--- src/rtl/trap_seq_pkg.sv ---
package trap_seq_pkg;
   typedef enum logic [1:0] {
      TS_IDLE   = 2'd0,
      TS_SAVE_A = 2'd1,
      TS_SAVE_B = 2'd2
   } ts_state_e;
endpackage

--- src/rtl/trap_classify.sv ---
module trap_classify #(
   parameter int ILEN             = 32,
   parameter int OPC_W            = 6,
   parameter int OPC_SYSCALL      = 17,
   parameter int SEL_BIT          = 1,
   parameter bit LOCAL_OPC_DECODE = 1'b1
) (
   input  logic [ILEN-1:0] insn,
   input  logic            dec_sc,
   input  logic            dec_ill,
   output logic            take,
   output logic            is_ill
);
   localparam int OPC_LSB = ILEN - OPC_W;

   logic opc_hit;
   logic cand;
   logic unused_insn;

   generate
      if (LOCAL_OPC_DECODE) begin : g_local_opc
         assign opc_hit = (insn[ILEN-1:OPC_LSB] == OPC_W'(OPC_SYSCALL));
      end else begin : g_flag_only
         assign opc_hit = 1'b0;
      end
   endgenerate

   assign unused_insn = ^insn;

   always_comb begin
      cand   = dec_sc | opc_hit;
      is_ill = dec_ill | (cand & ~insn[SEL_BIT]);
      take   = cand | dec_ill;
   end
endmodule

--- src/rtl/trap_payload.sv ---
module trap_payload #(
   parameter int XLEN    = 64,
   parameter int VEC_SC  = 'hC00,
   parameter int VEC_ILL = 'h700,
   parameter int ILL_BIT = 19,
   parameter int STEP    = 4
) (
   input  logic            is_ill,
   input  logic [XLEN-1:0] addr,
   input  logic [XLEN-1:0] msr,
   output logic [XLEN-1:0] vec,
   output logic [XLEN-1:0] save0,
   output logic [XLEN-1:0] save1
);
   localparam logic [XLEN-1:0] MARK = XLEN'(1) << ILL_BIT;

   always_comb begin
      vec   = is_ill ? XLEN'(VEC_ILL) : XLEN'(VEC_SC);
      save0 = is_ill ? addr : addr + XLEN'(STEP);
      save1 = is_ill ? (msr | MARK) : msr;
   end
endmodule

--- src/rtl/trap_seq.sv ---
module trap_seq
   import trap_seq_pkg::*;
#(
   parameter int XLEN    = 64,
   parameter int VEC_SC  = 'hC00,
   parameter int VEC_ILL = 'h700,
   parameter int ILL_BIT = 19
) (
   input  logic            clk,
   input  logic            rst,
   input  logic            valid,
   input  logic            take,
   input  logic [XLEN-1:0] vec,
   input  logic [XLEN-1:0] save0,
   input  logic [XLEN-1:0] save1,
   output logic            busy,
   output logic            redirect,
   output logic [XLEN-1:0] redirect_vec,
   output logic            rf_we,
   output logic            rf_sel,
   output logic [XLEN-1:0] rf_data
);
   ts_state_e       state;
   logic [XLEN-1:0] vec_q;
   logic [XLEN-1:0] save0_q;
   logic [XLEN-1:0] save1_q;
   logic            accept;

   assign accept = (state == TS_IDLE) && valid && take;

   always_ff @(posedge clk) begin
      if (rst) begin
         state <= TS_IDLE;
      end else begin
         case (state)
            TS_IDLE:   if (accept) state <= TS_SAVE_A;
            TS_SAVE_A: state <= TS_SAVE_B;
            TS_SAVE_B: state <= TS_IDLE;
            default:   state <= TS_IDLE;
         endcase
      end
   end

   always_ff @(posedge clk) begin
      if (accept) begin
         vec_q   <= vec;
         save0_q <= save0;
         save1_q <= save1;
      end
   end

   always_comb begin
      busy         = (state != TS_IDLE);
      redirect     = (state == TS_SAVE_A);
      redirect_vec = redirect ? vec_q : '0;
      rf_we        = (state == TS_SAVE_A) || (state == TS_SAVE_B);
      rf_sel       = (state == TS_SAVE_B);
      case (state)
         TS_SAVE_A: rf_data = save0_q;
         TS_SAVE_B: rf_data = save1_q;
         default:   rf_data = '0;
      endcase
   end

   AST_ONE_REDIRECT: assert property (@(posedge clk) disable iff (rst)
      redirect |=> !redirect);
   AST_REDIRECT_FIRST_WRITE: assert property (@(posedge clk) disable iff (rst)
      redirect |-> (rf_we && !rf_sel));
   AST_PAIRED_WRITE: assert property (@(posedge clk) disable iff (rst)
      (rf_we && !rf_sel) |=> (rf_we && rf_sel));
   AST_ACCEPT_REDIRECT: assert property (@(posedge clk) disable iff (rst)
      (valid && take && !busy) |=> redirect);
   AST_VEC_KNOWN: assert property (@(posedge clk) disable iff (rst)
      redirect |-> (redirect_vec == XLEN'(VEC_SC) || redirect_vec == XLEN'(VEC_ILL)));
   AST_ILL_MARK: assert property (@(posedge clk) disable iff (rst)
      (rf_we && rf_sel && $past(redirect_vec) == XLEN'(VEC_ILL)) |-> rf_data[ILL_BIT]);
   AST_NO_THIRD_CYCLE: assert property (@(posedge clk) disable iff (rst)
      rf_sel |=> (!busy && !rf_we));
endmodule

--- src/rtl/trap_entry_seq.sv ---
module trap_entry_seq #(
   parameter int XLEN             = 64,
   parameter int ILEN             = 32,
   parameter int OPC_W            = 6,
   parameter int OPC_SYSCALL      = 17,
   parameter int SEL_BIT          = 1,
   parameter int VEC_SC           = 'hC00,
   parameter int VEC_ILL          = 'h700,
   parameter int ILL_BIT          = 19,
   parameter int STEP             = 4,
   parameter bit LOCAL_OPC_DECODE = 1'b1
) (
   input  logic            clk,
   input  logic            rst,
   input  logic            in_valid,
   input  logic [31:0]     in_insn,
   input  logic [63:0]     in_addr,
   input  logic            in_is_syscall,
   input  logic            in_is_illegal,
   input  logic [63:0]     in_msr,
   output logic            busy,
   output logic            redirect,
   output logic [63:0]     redirect_vec,
   output logic            rf_we,
   output logic            rf_sel,
   output logic [63:0]     rf_data
);
   generate
      if (XLEN != 64) begin : g_bad_xlen
         $error("trap_entry_seq: XLEN must match the 64-bit ports");
      end
      if (ILEN != 32) begin : g_bad_ilen
         $error("trap_entry_seq: ILEN must match the 32-bit instruction port");
      end
      if (ILL_BIT >= XLEN) begin : g_bad_mark
         $error("trap_entry_seq: ILL_BIT outside the state word");
      end
      if (SEL_BIT >= ILEN - OPC_W) begin : g_bad_sel
         $error("trap_entry_seq: SEL_BIT overlaps the primary opcode");
      end
      if (OPC_SYSCALL >= (1 << OPC_W)) begin : g_bad_opc
         $error("trap_entry_seq: OPC_SYSCALL does not fit OPC_W bits");
      end
   endgenerate

   logic            take;
   logic            is_ill;
   logic [XLEN-1:0] vec;
   logic [XLEN-1:0] save0;
   logic [XLEN-1:0] save1;

   trap_classify #(
      .ILEN(ILEN), .OPC_W(OPC_W), .OPC_SYSCALL(OPC_SYSCALL),
      .SEL_BIT(SEL_BIT), .LOCAL_OPC_DECODE(LOCAL_OPC_DECODE)
   ) u_classify (
      .insn(in_insn), .dec_sc(in_is_syscall), .dec_ill(in_is_illegal),
      .take(take), .is_ill(is_ill)
   );

   trap_payload #(
      .XLEN(XLEN), .VEC_SC(VEC_SC), .VEC_ILL(VEC_ILL),
      .ILL_BIT(ILL_BIT), .STEP(STEP)
   ) u_payload (
      .is_ill(is_ill), .addr(in_addr), .msr(in_msr),
      .vec(vec), .save0(save0), .save1(save1)
   );

   trap_seq #(
      .XLEN(XLEN), .VEC_SC(VEC_SC), .VEC_ILL(VEC_ILL), .ILL_BIT(ILL_BIT)
   ) u_seq (
      .clk(clk), .rst(rst), .valid(in_valid), .take(take),
      .vec(vec), .save0(save0), .save1(save1),
      .busy(busy), .redirect(redirect), .redirect_vec(redirect_vec),
      .rf_we(rf_we), .rf_sel(rf_sel), .rf_data(rf_data)
   );
endmodule

--- config.mk ---
export PLATFORM = sky130hd
export DESIGN_NAME = trap_entry_seq
export DESIGN_NICKNAME = d
export VERILOG_FILES = /design/src/rtl/trap_seq_pkg.sv /design/src/rtl/trap_classify.sv /design/src/rtl/trap_payload.sv /design/src/rtl/trap_seq.sv /design/src/rtl/trap_entry_seq.sv
export SDC_FILE = /design/constraint.sdc
export NUM_CORES = 1
export LEC_CHECK = 0
export CORE_AREA = 2 2 131 133
export DETAILED_ROUTE_END_ITERATION = 10
export DIE_AREA = 0 0 133 135
export PLACE_DENSITY = 0.81
export SYNTH_ARGS = -nofsm -noshare
export SYNTH_HDL_FRONTEND = slang
export SYNTH_SLANG_ARGS = --single-unit
--- constraint.sdc ---
create_clock -name clk -period 7.1 [get_ports clk]
set_input_delay 1.775 -clock clk [delete_from_list [all_inputs] [get_ports clk]]
set_output_delay 1.775 -clock clk [all_outputs]
set_load 0.05 [all_outputs]
# --- Word level (Yosys, flattened, before mapping) ---
# Cells that the tools add are included.
op_classes:
  n_addsub: 1
  reduce_logical: 5
  n_eq_ne: 4
  n_bitwise: 5
  muxes: 6
op_table:
  columns: ["op", "n"]
  rows:
  - ["2-to-1 mux 64 bit", 2]
  - ["case mux 64 bit (2 select lines)", 1]
  - ["adder 64 x 3 -> 64 bit, second input constant", 1]
  - ["2-to-1 mux 12 bit", 1]
  - ["== test 6 x 5 -> 1 bit, second input constant", 1]
  - ["case mux 2 bit (2 select lines)", 1]
  - ["OR 1 bit", 3]
  - ["== test 2 x 1 -> 1 bit, second input constant", 1]
  - ["== test 2 bit, second input constant", 1]
  - ["logical AND 1 bit", 2]
  - ["logical NOT 2 bit", 1]
  - ["2-to-1 mux 2 bit", 1]
  - ["inequality test 2 x 1 -> 1 bit, second input constant", 1]
  - ["nonzero test 2 bit", 1]
  - ["AND 1 bit", 1]
  - ["logical OR 1 bit", 1]
  - ["inverter 1 bit", 1]
word_totals:
  out_inout_bits: 132
  elab_cells: 26
  reg_bits: 194
  input_bits: 165

# --- Logic depth before layout (Yosys ltp) ---
# Gate-level depths: netlist of the first run.
depth:
  word_depth: 6
  ltp_mapped: 8
  mapped_depth_nobuf: 6

# --- Modules after synthesis ---
# From an unflattened synthesis of the first run, not the netlist that was laid out.
hier_totals:
  hier_cells: 773
  area_unflattened_um2: 9939.5
modules_own_cells:
  columns: ["mod", "instances", "area_per_inst_um2", "cells_each"]
  rows:
  - ["trap_seq", 1, 7454.6, 430]
  - ["trap_payload", 1, 2441.1, 337]
  - ["trap_classify", 1, 43.8, 6]

# --- Worst setup path after synthesis of the first run ---
# OpenSTA, ideal clock, no wires.
synth_timing:
  path_kind: "input port to flip-flop"
  from: "input port in_insn[27]"
  to: "register u_seq.save0_q[0], enable pin"
  slack_ps: 1066
  t_required_ps: 6595
  stages: 3
  path_buffers: 0
  arrival_time_ps: 5528
  setup_time_ps: 505
  cell_sequence: "nor4b_2 > a311o_1 > and3_1"
synth_between:
  elab_chain_cells: 4
synth_lines:
  columns: ["item", "line", "text"]
  rows:
  - ["from (decl)", "trap_entry_seq.sv:16", "input logic [31:0] in_insn,"]
  - ["== test 6 x 5 -> 1 bit", "trap_classify.sv:22", "assign opc_hit = (insn[ILEN-1:OPC_LSB] == OPC_W'(OPC_SYSCALL));"]
  - ["OR 1 bit", "trap_classify.sv:31", "cand = dec_sc | opc_hit;"]
  - ["OR 1 bit", "trap_classify.sv:33", "take = cand | dec_ill;"]
  - ["logical AND 1 bit", "trap_seq.sv:29", "assign accept = (state == TS_IDLE) && valid && take;"]
  - ["net u_seq.accept", "trap_seq.sv:27", "logic accept;"]
  - ["to (signal assigned)", "trap_seq.sv:47", "save0_q <= save0;"]
  - ["to (decl)", "trap_seq.sv:25", "logic [XLEN-1:0] save0_q;"]
# The timed path passes the listed nets, and every way through them passes these cells.
# A chain may end at the register's enable or synchronous reset.

# --- Final worst setup path of the first run ---
layout_timing:
  from: "register u_seq.state[1]"
  to: "output port rf_data[33]"
layout_between:
  elab_chain_cells: 2
layout_lines:
  columns: ["item", "line", "text"]
  rows:
  - ["from (decl)", "trap_seq.sv:23", "ts_state_e state;"]
  - ["from (signal assigned)", "trap_seq.sv:33", "state <= TS_IDLE;"]
  - ["from (signal assigned)", "trap_seq.sv:36", "TS_IDLE: if (accept) state <= TS_SAVE_A;"]
  - ["from (signal assigned)", "trap_seq.sv:37", "TS_SAVE_A: state <= TS_SAVE_B;"]
  - ["== test 2 bit / == test 2 x 1 -> 1 bit (equally long branches)", "trap_seq.sv:58", "case (state)"]
  - ["case mux 64 bit (2 select lines) *", "trap_seq.sv:58", null]
  - ["to (decl)", "trap_entry_seq.sv:26", "output logic [63:0] rf_data"]
# Mark *: on every way between the ends. The rest lies on a longest branch, timed or not.

==> results of run 1 <==
[report_power, final]
| part | switching (mW) | internal [mW] |
|---|---|---|
| Clock | 0.345 | 0.589 |
| Sequential | 0.0327 | 0.971 |
| Combinational | 0.537 | 0.280 |
[cell usage after synthesis, types with 3 or more instances]
library cell | number | share of area
buf_4 | 63 | 0.066
and4_1 | 3 | 0.0037
nor4_1 | 6 | 0.0053
nor3_1 | 13 | 0.0091
xor2_1 | 36 | 0.044
buf_6 | 3 | 0.0047
buf_1 | 6 | 0.0032
ha_1 | 6 | 0.011
xnor2_1 | 25 | 0.031
and3_1 | 3 | 0.0026
a22oi_1 | 64 | 0.067
nor2b_1 | 65 | 0.057
nand4_1 | 14 | 0.012
clkbuf_1 | 15 | 0.0079
nor3_2 | 16 | 0.022
nor2_1 | 13 | 0.0068
or3_1 | 3 | 0.0026
edfxtp_1 | 130 | 0.55
nand2_1 | 24 | 0.013
nand3_1 | 15 | 0.011
inv_1 | 18 | 0.0095
and2_1 | 3 | 0.0026
nor4_2 | 13 | 0.023
[path summary, 6_finish.rpt]
| check | cells past startpoint | start | slack, ns | end |
|---|---|---|---|---|
| setup / recovery | 6 | u_seq.state[1]$_SDFFE_PP0P_ | 2.10 | rf_data[33] |
| hold / removal | 2 | u_seq.state[0]$_SDFFE_PP0P_ | 0.57 | u_seq.state[0]$_SDFFE_PP0P_ |
| hold reg to reg | 2 | u_seq.state[0]$_SDFFE_PP0P_ | 0.57 | u_seq.state[0]$_SDFFE_PP0P_ |
| setup reg to reg | 4 | u_seq.state[1]$_SDFFE_PP0P_ | 4.74 | u_seq.save0_q[13]$_DFFE_PP_ |
[layer usage]
layer / share of wire / up-vias / track usage
met5: 0 / - / 0
met4: 0.012 / 0 / 0.0645
met2: 0.51 / 202 / 0.368
met3: 0.060 / 16 / 0.0428
li1: - / 2415 / -
met1: 0.41 / 2573 / 0.277
[registers in the layout, summed over array words and instances (netlist names)]
signal         cells
u_seq.state        2
u_seq.vec_q        2
u_seq.save0_q     64
u_seq.save1_q     64
[through the flow]
stage	utilization	hold slack (ns)	total power, mW	instances
floorplan	-	0.490	1.58	639
global placement	0.561	0.531	1.82	987
detailed placement	0.561	0.555	1.84	987
CTS	0.600	0.562	2.77	1019
global route	0.600	0.585	2.85	1019
finish	0.600	0.569	2.76	1019
[final cells by class]
type | instances | area, µm² | share of cell area
inverters | 19 | 71.3 | 0.00725
clock inverters | 15 | 206 | 0.0210
repair buffers | 217 | 2160 | 0.219
flip-flops and latches | 132 | 3940 | 0.401
clock buffers | 17 | 425 | 0.0432
multi-input cells | 399 | 2760 | 0.281
well taps | 220 | 275 | 0.0280
[kinds of logic (layout without fill, tap and decap cells)]
family | after synthesis | in the layout
multiplexers | 3 | 3
flip-flops | 132 | 132
adder cells (fa/ha/maj) | 6 | 6
AND/OR/NAND/NOR | 201 | 201
other | 1 | 60
XOR/XNOR | 61 | 61
AO/OA/AOI/OAI | 68 | 68
buffers and inverters | 108 | 268
[worst max-delay path, cell delays in order, from the launching register on]
cell	delay, ns
dfxtp_1	0.34
inv_1	0.13
ha_2	0.68
buf_4	0.51
a22oi_1	0.12
nor2b_1	0.14
clkdlybuf4s50_1	0.85
==> impl_metrics.prom, run 1 <==
# TYPE chip_impl_metric gauge
chip_impl_metric{name="synth-warning-count",unit=""} 0
chip_impl_metric{name="via_count",unit=""} 5206
chip_impl_metric{name="synth_adder_area_share",unit=""} 0.0105
chip_impl_metric{name="clock_tree.htree_level_count",unit=""} 4
chip_impl_metric{name="grt_pass1_vias",unit=""} 5108
chip_impl_metric{name="antenna_found_initial",unit=""} 0
chip_impl_metric{name="leakage_power_total",unit="nW"} 3.28
chip_impl_metric{name="total_of_flip_flops_plus_latches_after_synthesis",unit=""} 132
chip_impl_info{name="end_kind",value="primary output"} 1
chip_impl_metric{name="powerDensity",unit="nW/µm²"} 280
chip_impl_metric{name="drt-pass1-iter-count",unit=""} 5
chip_impl_info{name="final_cell_mix",value="clkdlybuf4s50_1, edfxtp_1, nor2b_1"} 1
chip_impl_metric{name="die_y",unit="µm"} 135
chip_impl_metric{name="period_minus_slack",unit="ns"} 5.00
chip_impl_metric{name="drv.max_cap_violation_count",unit=""} 0
chip_impl_info{name="cp_startpoint_kind",value="flip-flop"} 1
chip_impl_metric{name="max-slew-margin-rel",unit=""} 0.279
chip_impl_metric{name="cp_data_required_time",unit="ns"} 5.33
chip_impl_metric{name="post_synth_arst_share",unit=""} 0
chip_impl_metric{name="worst_pin_slew",unit="ns"} 1.08
chip_impl_metric{name="initial_utilization",unit=""} 0.435
chip_impl_metric{name="cts.repair.resized",unit=""} 0
chip_impl_metric{name="grt_start_max_net_pins",unit=""} 67
chip_impl_metric{name="post_route_cells_drive_above_1_share",unit=""} 0.104
chip_impl_metric{name="drt_first_iter_violations",unit=""} 315
chip_impl_metric{name="synth_enable_flop_cells",unit=""} 130
chip_impl_metric{name="maximum_clock_path_buffer_count",unit=""} 2
chip_impl_metric{name="avgRoutedWirePerCell",unit="µm"} 19.4
chip_impl_metric{name="core_area",unit="µm²"} 16400
chip_impl_metric{name="synth_area",unit="µm²"} 7140
chip_impl_metric{name="cts.hold.buffers_added",unit=""} 0
chip_impl_metric{name="num-fill-cells",unit=""} 1308
chip_impl_metric{name="route.detailed.vias_per_inst",unit=""} 5.11
chip_impl_metric{name="report.final.setup_viol",unit=""} 0
chip_impl_metric{name="pre_cts_ws",unit="ns"} 2.24
chip_impl_info{name="ys.flop_type",value="edfxtp_1"} 1
chip_impl_metric{name="setup_total_negative_slack",unit="ns"} 0
chip_impl_metric{name="synth-seq-area-share",unit=""} 0.553
chip_impl_metric{name="ir_drop",unit="µV"} 157
chip_impl_metric{name="dp.final_hpwl",unit="µm"} 14000
chip_impl_metric{name="setup_ws",unit="ns"} 2.10
chip_impl_metric{name="ios",unit=""} 297
chip_impl_info{name="cts-root-buf",value="clkbuf_16"} 1
chip_impl_metric{name="total_clock_buffers_created_by_cts",unit=""} 17
chip_impl_metric{name="clock-skew-final",unit="ns"} 0.00505
chip_impl_metric{name="cp_data_arrival_time",unit="ns"} 3.22
chip_impl_metric{name="drt_wl_total",unit="µm"} 19700
chip_impl_info{name="worstHoldPathType",value="reg -> reg"} 1
chip_impl_metric{name="synth-xor-area-share",unit=""} 0.0749
chip_impl_metric{name="yosys.area_share.simple",unit=""} 0.189
chip_impl_metric{name="path_max_fanout",unit=""} 37
chip_impl_info{name="synth_top_family_by_area",value="simple AND/OR/NAND/NOR gates"} 1
chip_impl_metric{name="area_growth_from_synthesis_to_final_layout",unit="%"} 37.9
chip_impl_metric{name="port_buffers",unit=""} 211
chip_impl_metric{name="chipWidth",unit="µm"} 133
chip_impl_metric{name="synthDistinctLibCells",unit=""} 41
chip_impl_metric{name="finish.net_count",unit=""} 957
chip_impl_info{name="run_status",value="complete, no violations"} 1
chip_impl_metric{name="antennaDiodeCount",unit=""} 0
chip_impl_info{name="most_frequent_standard_cell_in_the_layout_excluding_fill_and_tap_cells",value="clkdlybuf4s50_1"} 1
chip_impl_metric{name="achievable-frequency",unit="MHz"} 200
chip_impl_info{name="rsz_0062_raised_after_global_routing",value="no"} 1
chip_impl_metric{name="grt.total_usage",unit=""} 0.215
chip_impl_metric{name="detail_route.drc_violations",unit=""} 0
chip_impl_metric{name="synthesis.area_per_instance",unit="µm²"} 12.3
chip_impl_metric{name="layout_worst_path_cycle_share",unit=""} 0.704
chip_impl_metric{name="finalHoldViolCount",unit=""} 0
chip_impl_info{name="cts_tree",value="done"} 1
chip_impl_metric{name="routabilityCongestion",unit=""} 0.826
chip_impl_metric{name="postSynthCellCount",unit=""} 580
chip_impl_metric{name="grt-ovfl-total",unit=""} 0
chip_impl_metric{name="yosys-mux-area-fraction",unit=""} 0.00438
chip_impl_metric{name="path_clk_slew",unit="ns"} 0.06
chip_impl_metric{name="antenna_violating_nets_post_route",unit=""} 0
chip_impl_metric{name="synth_compound_area_frac",unit=""} 0.0743
chip_impl_info{name="criticalPathCategory",value="reg -> out"} 1
chip_impl_metric{name="post_cts_buffers",unit=""} 0
chip_impl_metric{name="num_rows",unit=""} 47
chip_impl_metric{name="placedInstanceArea",unit="µm²"} 9210
chip_impl_metric{name="die_area",unit="µm²"} 18000
chip_impl_metric{name="grt_first_pass_wirelength",unit="µm"} 29000
chip_impl_metric{name="final_area",unit="µm²"} 9840
chip_impl_metric{name="worstSkewPairLatency",unit="ns"} 0.41
chip_impl_metric{name="slew_violations",unit=""} 0
chip_impl_metric{name="cts.sinks",unit=""} 132
Power figures use the tool's default switching activity.
==> run 2: changes to the inputs <==
==> constraint.sdc (replaced) <==
create_clock -name clk -period 4.95 [get_ports clk]
set_input_delay 1.2375 -clock clk [delete_from_list [all_inputs] [get_ports clk]]
set_output_delay 1.2375 -clock clk [all_outputs]
set_load 0.05 [all_outputs]
==> impl_metrics.prom, run 2 (synthesis gave the netlist of run 1 again) <==
# TYPE chip_impl_metric gauge
chip_impl_metric{name="maximum_clock_path_buffer_count",unit=""} 2
chip_impl_metric{name="leakage_power_total",unit="nW"} 3.27
chip_impl_metric{name="worst_pin_slew",unit="ns"} 0.879
chip_impl_metric{name="die_y",unit="µm"} 135
chip_impl_metric{name="routabilityCongestion",unit=""} 0.836
chip_impl_metric{name="ff2ff_setup_slack",unit="ns"} 3.05
chip_impl_metric{name="ios",unit=""} 297
chip_impl_metric{name="drt-pass1-iter-count",unit=""} 4
chip_impl_metric{name="total_clock_buffers_created_by_cts",unit=""} 17
chip_impl_info{name="rsz_0062_raised_after_global_routing",value="no"} 1
chip_impl_metric{name="path_max_fanout",unit=""} 40
chip_impl_metric{name="placedInstanceArea",unit="µm²"} 9260
chip_impl_metric{name="finish.utilization",unit=""} 0.596
chip_impl_metric{name="antenna_violating_nets_post_route",unit=""} 0
chip_impl_metric{name="detail_route.drc_violations",unit=""} 0
chip_impl_info{name="cts-root-buf",value="clkbuf_16"} 1
chip_impl_metric{name="via_count",unit=""} 5059
chip_impl_metric{name="layout_worst_path_cycle_share",unit=""} 0.855
chip_impl_info{name="criticalPathCategory",value="reg -> out"} 1
chip_impl_metric{name="dp.final_hpwl",unit="µm"} 14000
chip_impl_metric{name="area_growth_from_synthesis_to_final_layout",unit="%"} 37.1
chip_impl_metric{name="finalHoldViolCount",unit=""} 0
chip_impl_metric{name="worstSkewPairLatency",unit="ns"} 0.41
chip_impl_metric{name="clock-skew-final",unit="ns"} 0.00482
chip_impl_info{name="cts_tree",value="done"} 1
chip_impl_info{name="worstHoldPathType",value="reg -> reg"} 1
chip_impl_info{name="end_kind",value="primary output"} 1
chip_impl_metric{name="path_clk_slew",unit="ns"} 0.05
chip_impl_info{name="run_status",value="complete, no violations"} 1
chip_impl_metric{name="report.final.setup_viol",unit=""} 0
chip_impl_metric{name="initial_utilization",unit=""} 0.435
chip_impl_info{name="final_cell_mix",value="clkdlybuf4s50_1, edfxtp_1, nor2b_1"} 1
chip_impl_metric{name="grt_first_pass_wirelength",unit="µm"} 28400
chip_impl_metric{name="place.detailed.instances",unit=""} 989
chip_impl_metric{name="achievable-frequency",unit="MHz"} 236
chip_impl_metric{name="layoutNonFillerInstCount",unit=""} 1017
chip_impl_metric{name="post_route_cells_drive_above_1_share",unit=""} 0.0966
chip_impl_metric{name="grt_start_max_net_pins",unit=""} 49
chip_impl_metric{name="cp_data_required_time",unit="ns"} 3.71
chip_impl_metric{name="grt-ovfl-total",unit=""} 0
chip_impl_metric{name="die_area",unit="µm²"} 18000
chip_impl_metric{name="drt_first_iter_violations",unit=""} 318
chip_impl_metric{name="period_minus_slack",unit="ns"} 4.23
chip_impl_metric{name="core_area",unit="µm²"} 16400
chip_impl_metric{name="port_buffers",unit=""} 211
chip_impl_metric{name="finish.net_count",unit=""} 959
chip_impl_metric{name="powerDensity",unit="nW/µm²"} 385
chip_impl_metric{name="max-slew-margin-rel",unit=""} 0.414
chip_impl_metric{name="route.detailed.vias_per_inst",unit=""} 4.97
chip_impl_metric{name="drt_wl_total",unit="µm"} 18900
chip_impl_metric{name="grt_pass1_vias",unit=""} 5103
chip_impl_metric{name="power",unit="mW"} 3.76
chip_impl_metric{name="cts.repair.resized",unit=""} 0
chip_impl_metric{name="ir_drop",unit="µV"} 240
chip_impl_metric{name="chipWidth",unit="µm"} 133
chip_impl_metric{name="final_area",unit="µm²"} 9780
chip_impl_metric{name="cts.sinks",unit=""} 132
chip_impl_metric{name="drv.max_cap_violation_count",unit=""} 0
chip_impl_metric{name="cts.hold.buffers_added",unit=""} 0
chip_impl_metric{name="avgRoutedWirePerCell",unit="µm"} 18.6
chip_impl_info{name="most_frequent_standard_cell_in_the_layout_excluding_fill_and_tap_cells",value="clkdlybuf4s50_1"} 1
chip_impl_info{name="largest_registers",value="u_seq.save0_q x64, u_seq.save1_q x64"} 1
chip_impl_metric{name="pre_cts_ws",unit="ns"} 1.03
chip_impl_metric{name="whs",unit="ns"} 0.582
chip_impl_metric{name="grt.total_usage",unit=""} 0.212
chip_impl_metric{name="setup_ws",unit="ns"} 0.717
chip_impl_metric{name="cp_data_arrival_time",unit="ns"} 3.00
chip_impl_metric{name="post_cts_buffers",unit=""} 0
chip_impl_metric{name="antenna_found_initial",unit=""} 0
chip_impl_metric{name="clock_tree.htree_level_count",unit=""} 4
chip_impl_metric{name="antennaDiodeCount",unit=""} 0
chip_impl_metric{name="num_rows",unit=""} 47
chip_impl_metric{name="slew_violations",unit=""} 0
chip_impl_metric{name="setup_total_negative_slack",unit="ns"} 0
chip_impl_info{name="cp_startpoint_kind",value="flip-flop"} 1
[run 2: cell count changes in the layout (fill, tap and decap cells not counted), moves of 2 or more]
| cell | previous run | this run |
|---|---|---|
| buf_12 | 0 | 3 |
| bufinv_16 | 4 | 2 |
| clkbuf_1 | 0 | 2 |
| clkinv_1 | 0 | 3 |
| clkinv_2 | 1 | 4 |
| clkinv_4 | 4 | 0 |
| clkinvlp_4 | 5 | 0 |
[run 2: worst max-delay path, stage by stage, from the launching register on]
cell,delay (ns)
dfxtp_1,0.38
inv_1,0.10
ha_2,0.64
buf_4,0.42
nor2b_1,0.22
clkdlybuf4s50_1,0.82
[run 2: final timing paths]
kind / from / end / depth (start not counted)
worst min-delay path: u_seq.state[0]$_SDFFE_PP0P_ / u_seq.state[0]$_SDFFE_PP0P_ / 2
worst max register to register: u_seq.state[1]$_SDFFE_PP0P_ / u_seq.save1_q[4]$_DFFE_PP_ / 4
worst max-delay path: u_seq.state[0]$_SDFFE_PP0P_ / rf_data[57] / 5
worst min register to register: u_seq.state[0]$_SDFFE_PP0P_ / u_seq.state[0]$_SDFFE_PP0P_ / 2
[run 2: power breakdown]
group          total (mW)  leakage, nW  internal (mW)  switching, mW
combinational        1.18         1.77          0.412          0.764
sequential           1.44         1.24           1.39         0.0461
clock                1.15        0.260          0.719          0.430
[run 2: final cells by class]
| type | instances | area, µm² |
|---|---|---|
| fill | 1339 | 6620 |
| sequential | 132 | 3940 |
| multi-input combinational | 399 | 2760 |
| timing repair buffer | 219 | 2210 |
| clock buffer | 19 | 433 |
| tap | 220 | 275 |
| clock inverter | 9 | 91.3 |
| inverter | 19 | 71.3 |
[run 2: per-layer routing]
layer,part of all wire,track usage,up-vias
met5,0,0,-
met4,0.019,0.0747,0
met3,0.058,0.0533,25
met2,0.51,0.363,168
met1,0.41,0.262,2450
li1,-,-,2416
==> run 3: changes to the inputs <==
--- a/config.mk
+++ b/config.mk
@@ -9,6 +9,7 @@
 export DETAILED_ROUTE_END_ITERATION = 10
 export DIE_AREA = 0 0 133 135
 export PLACE_DENSITY = 0.81
+export SKIP_CTS_REPAIR_TIMING = 1
 export SYNTH_ARGS = -nofsm -noshare
 export SYNTH_HDL_FRONTEND = slang
 export SYNTH_SLANG_ARGS = --single-unit
==> results of run 3 <==
Final layout, timing and power as in run 2 (identical DEF).
